===== config.mk =====
export PLATFORM = sky130hd
export DESIGN_NAME = gpio_mux_irq
export DESIGN_NICKNAME = d
export VERILOG_FILES = /design/src/rtl/gpio_pkg.sv /design/src/rtl/gpio_regs.sv /design/src/rtl/gpio_cond.sv /design/src/rtl/gpio_outmux.sv /design/src/rtl/gpio_irq.sv /design/src/rtl/gpio_mux_irq.sv
export SDC_FILE = /design/constraint.sdc
export NUM_CORES = 1
export LEC_CHECK = 0
export ABC_AREA = 0
export BUFFER_PORTS_ARGS = -buffer_cell sky130_fd_sc_hd__buf_4
export CELL_PAD_IN_SITES_DETAIL_PLACEMENT = 0
export CELL_PAD_IN_SITES_GLOBAL_PLACEMENT = 1
export CORE_UTILIZATION = 25
export CTS_BUF_LIST = sky130_fd_sc_hd__clkbuf_8
export CTS_CLUSTER_DIAMETER = 150
export CTS_CLUSTER_SIZE = 10
export DETAILED_ROUTE_END_ITERATION = 10
export PLACE_DENSITY = 0.5
export SYNTH_ARGS = -nofsm -noshare
export SYNTH_HDL_FRONTEND = slang
export SYNTH_SLANG_ARGS = --single-unit

===== constraint.sdc =====
create_clock -name clk -period 2.39 [get_ports clk]
set_input_delay 0 -clock clk [delete_from_list [all_inputs] [get_ports clk]]
set_output_delay 0 -clock clk [all_outputs]
set_load 0.02 [all_outputs]

===== src/rtl/gpio_pkg.sv =====
package gpio_pkg;

  localparam int NB = 4;          // bidirectional pins
  localparam int NI = 2;          // input-only pins
  localparam int NP = NB + NI;    // all conditioned pins
  localparam int AW = 3;
  localparam int WW = 8;
  localparam int RW = 16;
  localparam int LVL_LSB = 8;     // conditioned levels in the status word
  localparam int GPI_FIELD = 3;   // {irq, debounce, enable} per input-only pin

  localparam int A_CFG0 = 0;
  localparam int A_GPI  = NB;
  localparam int A_POL  = NB + 1;
  localparam int A_STAT = NB + 2;
  localparam int A_CTRL = NB + 3;

  typedef enum logic [3:0] {
    FN_INPUT    = 4'd0,
    FN_DIVCLK   = 4'd1,
    FN_LOW      = 4'd2,
    FN_HIGH     = 4'd3,
    FN_PLL      = 4'd4,
    FN_TEMP     = 4'd5,
    FN_SDATA    = 4'd6,
    FN_IRQ      = 4'd7,
    FN_MICDET   = 4'd8,
    FN_MICSHORT = 4'd9
  } fn_e;

  typedef struct packed {
    logic       pd;
    logic       pu;
    logic       irq_en;
    logic       deb_en;
    logic [3:0] sel;
  } bcfg_t;

  typedef struct packed {
    logic divclk;
    logic pll;
    logic temp;
    logic sdata;
    logic irq;
    logic mic_det;
    logic mic_short;
  } src_t;

  // A code drives the pad only when it names a defined source.
  function automatic logic fn_drives(input logic [3:0] s);
    return (s >= FN_DIVCLK) && (s <= FN_MICSHORT);
  endfunction

  function automatic logic fn_value(input logic [3:0] s, input src_t src);
    logic v;
    case (s)
      FN_DIVCLK:   v = src.divclk;
      FN_LOW:      v = 1'b0;
      FN_HIGH:     v = 1'b1;
      FN_PLL:      v = src.pll;
      FN_TEMP:     v = src.temp;
      FN_SDATA:    v = src.sdata;
      FN_IRQ:      v = src.irq;
      FN_MICDET:   v = src.mic_det;
      FN_MICSHORT: v = src.mic_short;
      default:     v = 1'b0;
    endcase
    return v;
  endfunction

  // Polarity register bit that serves conditioned pin index i.
  function automatic int pol_index(input int i);
    case (i)
      0:       return 0;
      1:       return 2;
      2:       return 3;
      3:       return 4;
      4:       return 6;
      default: return 7;
    endcase
  endfunction

  function automatic logic pull_up_gate(input logic pu, input logic pd);
    return pu & ~pd;
  endfunction

endpackage


===== src/rtl/gpio_regs.sv =====
module gpio_regs
  import gpio_pkg::*;
(
  input  logic                  clk,
  input  logic                  rst_n,
  input  logic                  we,
  input  logic                  re,
  input  logic [AW-1:0]         addr,
  input  logic [WW-1:0]         wdata,
  output logic [RW-1:0]         rdata,
  input  logic [NP-1:0]         status,
  input  logic [NP-1:0]         lvl,
  output bcfg_t [NB-1:0]        bcfg,
  output logic [NI-1:0]         gpi_en,
  output logic [NI-1:0]         gpi_deb,
  output logic [NI-1:0]         gpi_irq,
  output logic [NP-1:0]         pol_eff,
  output logic                  tmo_en,
  output logic [NP-1:0]         clr
);

  localparam int GW = GPI_FIELD * NI;

  logic [GW-1:0] gpi_q;
  logic [7:0]    pol_q;
  logic [RW-1:0] rd_next;

  always_ff @(posedge clk or negedge rst_n) begin
    if (!rst_n) begin
      bcfg   <= '0;
      gpi_q  <= '0;
      pol_q  <= '0;
      tmo_en <= 1'b0;
    end else if (we) begin
      for (int i = 0; i < NB; i++) begin
        if (addr == AW'(A_CFG0 + i)) bcfg[i] <= bcfg_t'(wdata);
      end
      if (addr == AW'(A_GPI))  gpi_q  <= wdata[GW-1:0];
      if (addr == AW'(A_POL))  pol_q  <= wdata;
      if (addr == AW'(A_CTRL)) tmo_en <= wdata[0];
    end
  end

  for (genvar j = 0; j < NI; j++) begin : g_gpi_fields
    assign gpi_en[j]  = gpi_q[GPI_FIELD*j];
    assign gpi_deb[j] = gpi_q[GPI_FIELD*j + 1];
    assign gpi_irq[j] = gpi_q[GPI_FIELD*j + 2];
  end

  for (genvar p = 0; p < NP; p++) begin : g_pol_map
    assign pol_eff[p] = pol_q[pol_index(p)];
  end

  assign clr = (we && addr == AW'(A_STAT)) ? wdata[NP-1:0] : '0;

  always_comb begin
    rd_next = '0;
    for (int i = 0; i < NB; i++) begin
      if (addr == AW'(A_CFG0 + i)) rd_next[WW-1:0] = bcfg[i];
    end
    if (addr == AW'(A_GPI))  rd_next[GW-1:0] = gpi_q;
    if (addr == AW'(A_POL))  rd_next[7:0]    = pol_q;
    if (addr == AW'(A_STAT)) begin
      rd_next[NP-1:0]          = status;
      rd_next[LVL_LSB +: NP]   = lvl;
    end
    if (addr == AW'(A_CTRL)) rd_next[0] = tmo_en;
  end

  always_ff @(posedge clk or negedge rst_n) begin
    if (!rst_n)  rdata <= '0;
    else if (re) rdata <= rd_next;
  end

endmodule


===== src/rtl/gpio_cond.sv =====
module gpio_cond #(
  parameter int TICKS = 4
) (
  input  logic clk,
  input  logic rst_n,
  input  logic raw,
  input  logic inv,
  input  logic en,
  input  logic deb_on,
  input  logic tick,
  output logic lvl
);

  localparam int CW = $clog2(TICKS + 1);

  logic          smp;
  logic          stable;
  logic [CW-1:0] cnt;
  logic          accept;

  assign smp    = raw ^ inv;
  assign accept = tick && (cnt == CW'(TICKS - 1));

  always_ff @(posedge clk or negedge rst_n) begin
    if (!rst_n) begin
      stable <= 1'b0;
      cnt    <= '0;
    end else if (!deb_on) begin
      stable <= smp;
      cnt    <= '0;
    end else if (smp == stable) begin
      cnt <= '0;
    end else if (accept) begin
      stable <= smp;
      cnt    <= '0;
    end else if (tick) begin
      cnt <= cnt + 1'b1;
    end
  end

  assign lvl = stable & en;

endmodule


===== src/rtl/gpio_outmux.sv =====
module gpio_outmux
  import gpio_pkg::*;
(
  input  bcfg_t cfg,
  input  src_t  src,
  output logic  out,
  output logic  oe,
  output logic  pu,
  output logic  pd
);

  assign oe  = fn_drives(cfg.sel);
  assign out = fn_value(cfg.sel, src);
  assign pu  = pull_up_gate(cfg.pu, cfg.pd);
  assign pd  = cfg.pd;

endmodule


===== src/rtl/gpio_irq.sv =====
module gpio_irq #(
  parameter int N = 6
) (
  input  logic         clk,
  input  logic         rst_n,
  input  logic [N-1:0] lvl,
  input  logic [N-1:0] arm,
  input  logic [N-1:0] ena,
  input  logic [N-1:0] clr,
  output logic [N-1:0] evt,
  output logic [N-1:0] status,
  output logic         irq
);

  logic [N-1:0] prev;

  assign evt = (lvl ^ prev) & arm & ena;

  always_ff @(posedge clk or negedge rst_n) begin
    if (!rst_n) begin
      prev   <= '0;
      status <= '0;
    end else begin
      prev   <= lvl;
      status <= (status & ~clr) | evt;
    end
  end

  assign irq = |(status & ena);

endmodule


===== src/rtl/gpio_mux_irq.sv =====
module gpio_mux_irq
  import gpio_pkg::*;
#(
  parameter int DEB_TICKS = 4
) (
  input  logic          clk,
  input  logic          rst_n,
  input  logic          reg_we,
  input  logic          reg_re,
  input  logic [2:0]    reg_addr,
  input  logic [7:0]    reg_wdata,
  output logic [15:0]   reg_rdata,
  input  logic          mclk_ok,
  input  logic          tmo_tick,
  input  logic          src_divclk,
  input  logic          src_pll_lock,
  input  logic          src_temp_ok,
  input  logic          src_sdata,
  input  logic          src_mic_det,
  input  logic          src_mic_short,
  input  logic [3:0]    pad_in,
  output logic [3:0]    pad_out,
  output logic [3:0]    pad_oe,
  output logic [3:0]    pull_up,
  output logic [3:0]    pull_dn,
  input  logic [1:0]    gpi_in,
  output logic          irq_o
);

  bcfg_t [NB-1:0]       bcfg;
  logic  [NB-1:0][3:0]  bsel;
  logic  [NI-1:0]       gpi_en;
  logic  [NI-1:0]       gpi_deb;
  logic  [NI-1:0]       gpi_irq;
  logic  [NP-1:0]       pol_eff;
  logic                 tmo_en;
  logic  [NP-1:0]       clr;
  logic  [NP-1:0]       lvl_q;
  logic  [NP-1:0]       lvl_en;
  logic  [NP-1:0]       deb_act;
  logic  [NP-1:0]       irq_en_vec;
  logic  [NP-1:0]       evt;
  logic  [NP-1:0]       status_q;
  src_t                 src;

  gpio_regs u_regs (
    .clk     (clk),
    .rst_n   (rst_n),
    .we      (reg_we),
    .re      (reg_re),
    .addr    (reg_addr),
    .wdata   (reg_wdata),
    .rdata   (reg_rdata),
    .status  (status_q),
    .lvl     (lvl_q),
    .bcfg    (bcfg),
    .gpi_en  (gpi_en),
    .gpi_deb (gpi_deb),
    .gpi_irq (gpi_irq),
    .pol_eff (pol_eff),
    .tmo_en  (tmo_en),
    .clr     (clr)
  );

  assign src.divclk    = src_divclk;
  assign src.pll       = src_pll_lock;
  assign src.temp      = src_temp_ok;
  assign src.sdata     = src_sdata;
  assign src.irq       = irq_o;
  assign src.mic_det   = src_mic_det;
  assign src.mic_short = src_mic_short;

  for (genvar b = 0; b < NB; b++) begin : g_out
    assign bsel[b] = bcfg[b].sel;
    gpio_outmux u_mux (
      .cfg (bcfg[b]),
      .src (src),
      .out (pad_out[b]),
      .oe  (pad_oe[b]),
      .pu  (pull_up[b]),
      .pd  (pull_dn[b])
    );
  end

  for (genvar g = 0; g < NP; g++) begin : g_pin
    logic raw_w;
    logic deb_w;
    if (g < NB) begin : g_bidir
      assign raw_w         = pad_in[g];
      assign lvl_en[g]     = 1'b1;
      assign deb_w         = bcfg[g].deb_en;
      assign irq_en_vec[g] = bcfg[g].irq_en;
    end else begin : g_inonly
      assign raw_w         = gpi_in[g-NB];
      assign lvl_en[g]     = gpi_en[g-NB];
      assign deb_w         = gpi_deb[g-NB];
      assign irq_en_vec[g] = gpi_irq[g-NB];
    end
    assign deb_act[g] = deb_w & tmo_en & mclk_ok;

    gpio_cond #(.TICKS(DEB_TICKS)) u_cond (
      .clk    (clk),
      .rst_n  (rst_n),
      .raw    (raw_w),
      .inv    (pol_eff[g]),
      .en     (lvl_en[g]),
      .deb_on (deb_act[g]),
      .tick   (tmo_tick),
      .lvl    (lvl_q[g])
    );
  end

  gpio_irq #(.N(NP)) u_irq (
    .clk    (clk),
    .rst_n  (rst_n),
    .lvl    (lvl_q),
    .arm    (lvl_en),
    .ena    (irq_en_vec),
    .clr    (clr),
    .evt    (evt),
    .status (status_q),
    .irq    (irq_o)
  );

endmodule


==> impl_metrics.ini, run 1 <==
[global_route]
antenna_found_initial = 0
grt_pass1_wl_mm = 20.7
track_usage = 0.137
overflow = 0
grt_max_degree = 67
first_global_vias = 3464

[cells_and_area]
fin_nets = 504
utilization = 0.299
antenna_cells = 0
drive_gt1_frac = 0.312
layout_commonest_cell = dfrtp_1
syn_to_final_growth_pct = 17.0
final_cell_mix = 97 x dfrtp_1, 59 x buf_4, 57 x mux2_2
fillers = 2073

[detailed_routing]
ant_nets = 0
wirelength_mm = 13.0
wl_per_cell_um = 17.6
first_pass_iters = 4
drt_iter0_drc = 140
vias = 3365
via_per_inst = 4.55
drc = 0

[clock_tree]
htree_levels = 3
cts_setup_buffers = 0
cts.clk_slew.worst_paths_ns = 0.10
clk_path_buf_depth = 2
cts_buffers = 9
cts_tree = yes
clock_sinks = 97
clk_latency_ns = 0.38
cts_root_buf = clkbuf_8

[synth]
avgSynthCellArea_um2 = 11.8
dominantRegCellSynth = dfrtp_1
synth_seq_area_share = 0.486
ys_async_sr_fraction = 1.00
synth_seq_cells = 97
synthCells = 424
ys_warn_count = 0
synth_top_area_cell = dfrtp_1
ys_types = 48
netlist_area_mm2 = 0.00499
synth_top_area_share = 0.486
synth_edf_count = 0
ys_top_cells_by_area = dfrtp_1 49%, mux2_2 13%, mux2i_1 3.8%

[worst_setup_path]
timing_worst_setup_path_type = reg -> out
startpoint_type = flop
crit_fanout = 5
cp.arrival_ns = 1.90
crit_required_ns = 2.39
endpoint_kind = output port

[power]
p_per_area_mw_per_mm2 = 796
intPower_uw = 3050
p_switching_uw = 1600
ir_drop_mv = 0.236
switching_share = 0.344
p_seq_frac = 0.501
combPwrFrac = 0.276
p_clk_frac = 0.223
leakage_uw = 0.00248

[timing]
min_period_over_period = 0.796
report.final.slew_viol_count = 0
max_slew.worst_pin.slew_ns = 0.597
post-route-min-period_ns = 1.90
skew_ns = 0.00706
rsz0062_at_grt = false
maxSlewHeadroom = 0.601
tns_ns = 0
fmax_ghz = 0.526
finalHoldViolCount = 0
setup_viol = 0

[placement]
place_congestion = 0.703
port_buffers = 59
place.detailed.hpwl_mm = 9.32

[die]
core.rowCount = 51
ios = 62
floorplan.initialDensity = 0.256
die_width_um = 143
core_mm2 = 0.0195
die_area_mm2 = 0.0205
die_h_um = 143

[job]
max_cap_viol_count = 0

[outcome]
run_status = complete, no violations

[min_path]
hold_path_class = in -> reg
## critical path, stage by stage (launching register included)
cell      delay, ns
dfrtp_1        0.43
a22oi_1        0.26
nand3_1        0.30
a31oi_1        0.29
a211oi_1       0.07
buf_4          0.17
## layer usage
layer  part of all wire  up-vias  global-route usage  wire [um]
met5                  0        -                   0          0
met4              0.017        0              0.0549        222
met3              0.035       14              0.0197        453
met2               0.45       63               0.204       5790
met1               0.50     1688               0.199       6540
li1                   -     1600                   -          -
## cell usage after synthesis, types with 3 or more instances
cell type and n:
inv_1 3, ha_1 6, o22ai_1 5, nor2_1 28, nand2b_1 6, and3_1 4, dfrtp_1 97, a21oi_1 17
nand3b_1 6, nand2_1 32, buf_4 21, nor2b_1 7, a22oi_1 3, mux2i_1 19, and2_1 3, o21a_1 4
clkbuf_1 8, mux2_2 57, a22o_1 10, xor2_1 17, mux4_2 8, o211ai_1 6, a211oi_1 3, a31oi_1 6
xnor2_1 5, buf_2 7, nor3_1 8, nand3_1 5
## final timing paths
path                            slack [ns]  cells past startpoint                   start                     end
worst max-delay path                  0.49                      5          u_regs.bcfg[5]              pad_out[1]
worst min-delay path                  0.02                      3                tmo_tick  g_pin[2].u_cond.cnt[1]
worst max register to register        0.96                      3           u_regs.tmo_en  g_pin[5].u_cond.stable
worst min register to register        0.49                      0  g_pin[1].u_cond.stable           u_irq.prev[1]
max in group asynchronous             1.57                      3                   rst_n          u_regs.bcfg[2]
min in group asynchronous             0.10                      2                   rst_n  g_pin[2].u_cond.cnt[1]
## layout make-up
cell class,instances,area (um2),area share
multi-input combinational,288,2320,0.398
timing repair buffer,70,563,0.0964
clock inverter,5,31.3,0.00536
sequential,97,2430,0.416
clock buffer,11,151,0.0259
inverter,3,11.3,0.00193
tap,265,332,0.0568
## power by group through the flow
stage / registers (uW) / clock network [uW] / logic, uW
final: 2330 / 1040 / 1280
after global routing: 2390 / 1130 / 1400
after CTS: 2340 / 1070 / 1310
after detailed placement: 2370 / 0 / 1290
after global placement: 2370 / 0 / 1270
after floorplan: 2230 / 0 / 984
## kinds of logic (layout without fill, tap and decap cells)
family,after synthesis,in the layout,synth area share
AO/OA/AOI/OAI,64,64,0.0902
XOR/XNOR,22,22,0.0386
adder cells (fa/ha/maj),6,6,0.0150
other,1,2,0.000751
AND/OR/NAND/NOR,110,110,0.117
flip-flops,97,97,0.486
multiplexers,84,84,0.203
buffers and inverters,40,89,0.0491
## repair_timing
item	in CTS	in global routing
gates resized for setup	0	0
endpoints found under the hold margin	88	0
hold buffers	10	0
## state kept, by name (all words and copies together), names as in the netlist
name	count
g_pin.u_cond.cnt	18
g_pin.u_cond.stable	6
u_irq.prev	6
u_irq.status	6
u_regs.bcfg	32
u_regs.gpi_q	6
u_regs.pol_q	8
u_regs.rdata	14
u_regs.tmo_en	1
## per-stage QoR
stage	cell area, um2	setup WS (ns)	hold WS [ns]	cells	total power, uW
floorplan	5000	1.09	-0.296	425	3220
global placement	5560	0.870	-0.0139	713	3640
detailed placement	5560	0.833	-0.00943	713	3660
CTS	5840	0.467	0.0151	739	4710
global route	5840	0.381	0.0406	739	4930
finish	5840	0.488	0.0215	739	4650
Note: power is estimated with default switching activity, not from simulation.
==> run 2, diff against run 1 <==
Settings changed: PLACE_DENSITY 0.5 to 0.52.
Clock period 2.39 ns to 1.7 ns, I/O delays scaled along.
==> run 2 against run 1 <==
  * Sequential power increased by 41%
  * Sequential share of layout area shrank 1.3 points
  * First-iteration DRC count fell by 1.4%
  * Critical path type unchanged
  * Die area unchanged
  * Clock skew rose by 0.0068 ns
  * Non-clock buffer count is 13 higher
  * Largest power group unchanged
  * Largest cell class unchanged
==> impl_metrics.ini, run 2 (synthesized netlist as in run 1, its figures left out) <==
[outcome]
run_status = complete, no violations

[timing]
finalHoldWorstSlack_ns = 0.0352
fmax_ghz = 0.596
skew_ns = 0.0138
tns_ns = 0
setup_viol = 0
report.final.slew_viol_count = 0
finalHoldViolCount = 0
post-route-min-period_ns = 1.68
min_period_over_period = 0.988
rsz0062_at_grt = true

[placement]
place_congestion = 0.762
port_buffers = 59
place.detailed.hpwl_mm = 9.53
dp_cells = 722

[cells_and_area]
syn_to_final_growth_pct = 20.9
utilization = 0.309
fillers = 2041
antenna_cells = 0
final_cell_mix = 92 x dfrtp_1, 72 x buf_4, 57 x mux2_2
drive_gt1_frac = 0.359
multi_input_area_mm2 = 0.00238
fin_nets = 517
post_layout_nonfiller_instances = 752
reg_top3 = u_regs.bcfg x32, g_pin.u_cond.cnt x18, u_regs.rdata x14
top_register = u_regs.bcfg
largest_reg_flops = 32
layout_commonest_cell = dfrtp_1
register_area_mm2 = 0.00243

[detailed_routing]
via_per_inst = 4.53
vias = 3409
drt_iter0_drc = 138
first_pass_iters = 4
wirelength_mm = 13.1
wl_per_cell_um = 17.4
drc = 0
ant_nets = 0

[clock_tree]
cts_root_buf = clkbuf_8
clock_sinks = 97
cts_tree = yes
cts.clk_slew.worst_paths_ns = 0.09
clk_path_buf_depth = 2
clk_latency_ns = 0.38
cts_buffers = 9
htree_levels = 3

[power]
p_total_uw = 6890
p_per_area_mw_per_mm2 = 1140
leakage_uw = 0.00257
ir_drop_mv = 0.444

[die]
floorplan.initialDensity = 0.256
ios = 62
core_mm2 = 0.0195
core.rowCount = 51
die_area_mm2 = 0.0205
die_h_um = 143
die_width_um = 143

[global_route]
overflow = 0
antenna_found_initial = 0
grt_util_met1 = 0.188
first_global_vias = 3613
grt.busiest_layer = met2
grt_pass1_wl_mm = 20.7
grtUsageMet3 = 0.0230
grt_use_met2 = 0.212
grt_max_degree = 39
track_usage = 0.137

[worst_setup_path]
timing_worst_setup_path_type = reg -> out
ff2ff_setup_slack_ns = 0.33
worstRegToRegCells = 3
startpoint_type = flop
slowest_stage = dfrtp_1
r2r-start = u_regs.bcfg[8]
cp.arrival_ns = 1.68
endpoint_kind = output port
path_cells = a22oi_2 -> nand3_4 -> a31oi_1 -> a211oi_1 -> buf_4
crit_fanout = 5
critical-path-top-delay-family = compound AO/OA/AOI/OAI gates
rr_endpoint = u_regs.rdata[0]
cp_num_buf_inv = 1
crit_required_ns = 1.70
critPathMaxStageDelay_ns = 0.43

[min_path]
min_path_cells = 3
hold_end = g_pin[2].u_cond.cnt[1]
hold_path_class = in -> reg
hold_path.startpoint = tmo_tick

[job]
max_cap_viol_count = 0
## run 2: cell types whose count changed in the layout (fill, tap and decap cells not counted), moves of 3 or more
| cell | delta |
|---|---|
| buf_4 | +13 |
| dfrtp_1 | -5 |
| dfrtp_2 | +5 |
| a22oi_1 | -3 |
| a22oi_2 | +3 |
| clkinvlp_4 | -3 |
## run 2: timing repair
item	4_1_cts	5_1_grt
endpoints found under the setup margin	4	4
hold endpoints to repair	131	0
resized for setup	5	10
pin swaps	4	3
setup buffers	1	3
hold buffers	10	0
## run 2: layout make-up
| cell class | count | area share |
|---|---|---|
| clock buffer | 10 | 0.0228 |
| clock inverter | 6 | 0.0137 |
| inverter | 3 | 0.00187 |
| multi-input combinational | 288 | 0.394 |
| sequential | 97 | 0.403 |
| tap | 265 | 0.0549 |
| timing repair buffer | 83 | 0.109 |
## run 2: power breakdown
part           switching (uW)  leakage (uW)  internal, uW
clock network             822      0.000117           862
logic                     902       0.00127          1010
registers                 549       0.00119          2750
## run 2: how the worst max path moves through the flow
stage,to,cells after the start,from
2_1_floorplan,g_pin[0].u_cond.stable,4,u_regs.tmo_en
3_3_place_gp,pad_out[2],5,u_irq.status[0]
3_5_place_dp,pad_out[2],5,u_regs.bcfg[5]
4_1_cts,pad_out[3],5,u_regs.bcfg[25]
5_1_grt,pad_out[3],5,u_regs.bcfg[25]
6_report,pad_out[2],5,u_regs.bcfg[5]
## run 2: worst min-delay path, stage by stage
cell	delay, ns
buf_4	0.20
nand3_1	0.09
a21oi_1	0.07
## run 2: stage by stage
step / setup WS, ns / area, um2
2_1_floorplan: 0.401 / 5000
3_3_place_gp: 0.242 / 5620
3_5_place_dp: 0.260 / 5620
4_1_cts: 0.000519 / 5970
5_1_grt: -0.0541 / 6040
6_report: 0.0209 / 6040
## run 2: per-layer routing
layer,part of all wire,up-vias,routed length [um]
met5,0,-,0
met4,0.020,0,266
met3,0.031,15,406
met2,0.46,52,6010
met1,0.49,1713,6400
li1,-,1629,-
==> run 3, diff against run 2 <==
Settings changed: HOLD_SLACK_MARGIN from default to 0.05.
==> run 3 against run 2 <==
  * Critical path depth unchanged
  * Design area up 0.33%
  * Setup slack better by 0.0019 ns
  * Combinational power about the same
  * Clock power about the same
  * Clock-buffer cell count unchanged
  * Power about the same
  * Global-route usage unchanged
  * Core utilization up 0.10 points
  * Critical endpoint unchanged
  * Highest routed layer unchanged
==> impl_metrics.ini, run 3 (synthesized netlist as in run 1, its figures left out) <==
[worst_setup_path]
path_cells = a22oi_2 -> nand3_4 -> a31oi_1 -> a211oi_1 -> buf_4
path_depth = 5
crit_fanout = 5
startpoint_type = flop
worstRegToRegCells = 3
critical-path-top-delay-family = compound AO/OA/AOI/OAI gates
endpoint_kind = output port
critPathMaxStageDelay_ns = 0.43
crit_required_ns = 1.70
timing_worst_setup_path_type = reg -> out
slowest_stage = dfrtp_1
cp_num_buf_inv = 1
cp.arrival_ns = 1.68

[placement]
port_buffers = 59
place.detailed.hpwl_mm = 9.53
dp_cells = 722
place_congestion = 0.762

[die]
floorplan.initialDensity = 0.256
core_mm2 = 0.0195
ios = 62
die_h_um = 143
die_width_um = 143
die_area_mm2 = 0.0205
core.rowCount = 51

[cells_and_area]
utilization = 0.310
layout_commonest_cell = dfrtp_1
drive_gt1_frac = 0.358
largest_reg_flops = 32
fin_nets = 519
register_area_mm2 = 0.00243
final_cell_mix = 92 x dfrtp_1, 72 x buf_4, 57 x mux2_2
multi_input_area_mm2 = 0.00238
fillers = 2039
reg_top3 = u_regs.bcfg x32, g_pin.u_cond.cnt x18, u_regs.rdata x14
top_register = u_regs.bcfg
antenna_cells = 0
post_layout_nonfiller_instances = 754
syn_to_final_growth_pct = 21.3

[detailed_routing]
ant_nets = 0
wl_per_cell_um = 17.3
drt_iter0_drc = 129
vias = 3420
wirelength_mm = 13.1
via_per_inst = 4.54
first_pass_iters = 4
drc = 0

[clock_tree]
htree_levels = 3
cts_tree = yes
cts_buffers = 9
cts_root_buf = clkbuf_8
clock_sinks = 97
cts.clk_slew.worst_paths_ns = 0.09
clk_latency_ns = 0.38
clk_path_buf_depth = 2

[global_route]
grt_max_degree = 39
grt_pass1_wl_mm = 20.7
antenna_found_initial = 0
first_global_vias = 3610
overflow = 0
track_usage = 0.137

[power]
p_per_area_mw_per_mm2 = 1140
p_switching_uw = 2270
ir_drop_mv = 0.444
combPwrFrac = 0.278
p_total_uw = 6890
p_seq_frac = 0.478
intPower_uw = 4620
leakage_uw = 0.00258
switching_share = 0.329
p_clk_frac = 0.244

[job]
max_cap_viol_count = 0

[timing]
skew_ns = 0.0134
min_period_over_period = 0.987
report.final.slew_viol_count = 0
finalHoldWorstSlack_ns = 0.0831
rsz0062_at_grt = true
finalHoldViolCount = 0
fmax_ghz = 0.596
post-route-min-period_ns = 1.68
setup_viol = 0

[min_path]
hold_path_class = in -> reg
min_path_cells = 3

[outcome]
run_status = complete, no violations
[run 3: cell count changes in the layout (fill, tap and decap cells not counted), sizes merged]
cell	delta
dlygate4sd3	+2
[run 3: timing repair]
action	in CTS	in global routing
gates resized for setup	5	10
hold endpoints to repair	157	0
buffers inserted	1	3
pin swaps	4	3
setup endpoints to repair	4	4
gates cloned	0	0
hold buffers	12	0
[run 3: metal layers]
layer / vias up / routed length, um / global-route usage
met5: - / 0 / 0
met4: 0 / 264 / 0.0577
met1: 1713 / 6380 / 0.188
li1: 1636 / - / -
met3: 15 / 413 / 0.0230
met2: 56 / 6020 / 0.212
[run 3: metrics by stage]
stage | instance area [um2] | setup TNS, ns | worst slack [ns]
after floorplan | 5000 | 0 | 0.401
after global placement | 5620 | 0 | 0.242
after detailed placement | 5620 | 0 | 0.260
after CTS | 5990 | 0 | 0.000519
after global routing | 6060 | -0.172 | -0.0541
final | 6060 | 0 | 0.0227
[run 3: path summary, 6_finish.rpt]
path	startpoint	end	slack (ns)
min in group asynchronous	rst_n	u_irq.prev[5]	0.11
setup / recovery	u_regs.bcfg[5]	pad_out[2]	0.02
hold / removal	gpi_in[1]	g_pin[5].u_cond.stable	0.08
hold reg to reg	g_pin[1].u_cond.stable	u_irq.prev[1]	0.49
max in group asynchronous	rst_n	u_regs.bcfg[0]	0.88
setup reg to reg	u_regs.bcfg[8]	u_regs.rdata[0]	0.32
[run 3: worst min-delay path: cells and delay by family]
kind / cells / cell delay [ns]
buffers and inverters: 1 / 0.08
multiplexers: 1 / 0.26
XOR/XNOR: 1 / 0.07
[run 3: layout make-up]
type	instances	area share
multi-input cells	288	0.393
clock buffers	10	0.0227
inverters	3	0.00186
flip-flops and latches	97	0.402
repair buffers	85	0.112
well taps	265	0.0547
clock inverters	6	0.0136
[run 3: power by group through the flow]
| stage | combinational, uW | clock, uW | sequential [uW] |
|---|---|---|---|
| 6_report | 1920 | 1680 | 3290 |
| 3_5_place_dp | 1820 | 0 | 3330 |
| 3_3_place_gp | 1810 | 0 | 3310 |
| 4_1_cts | 1880 | 1750 | 3290 |
| 2_1_floorplan | 1380 | 0 | 3140 |
| 5_1_grt | 2090 | 1840 | 3370 |
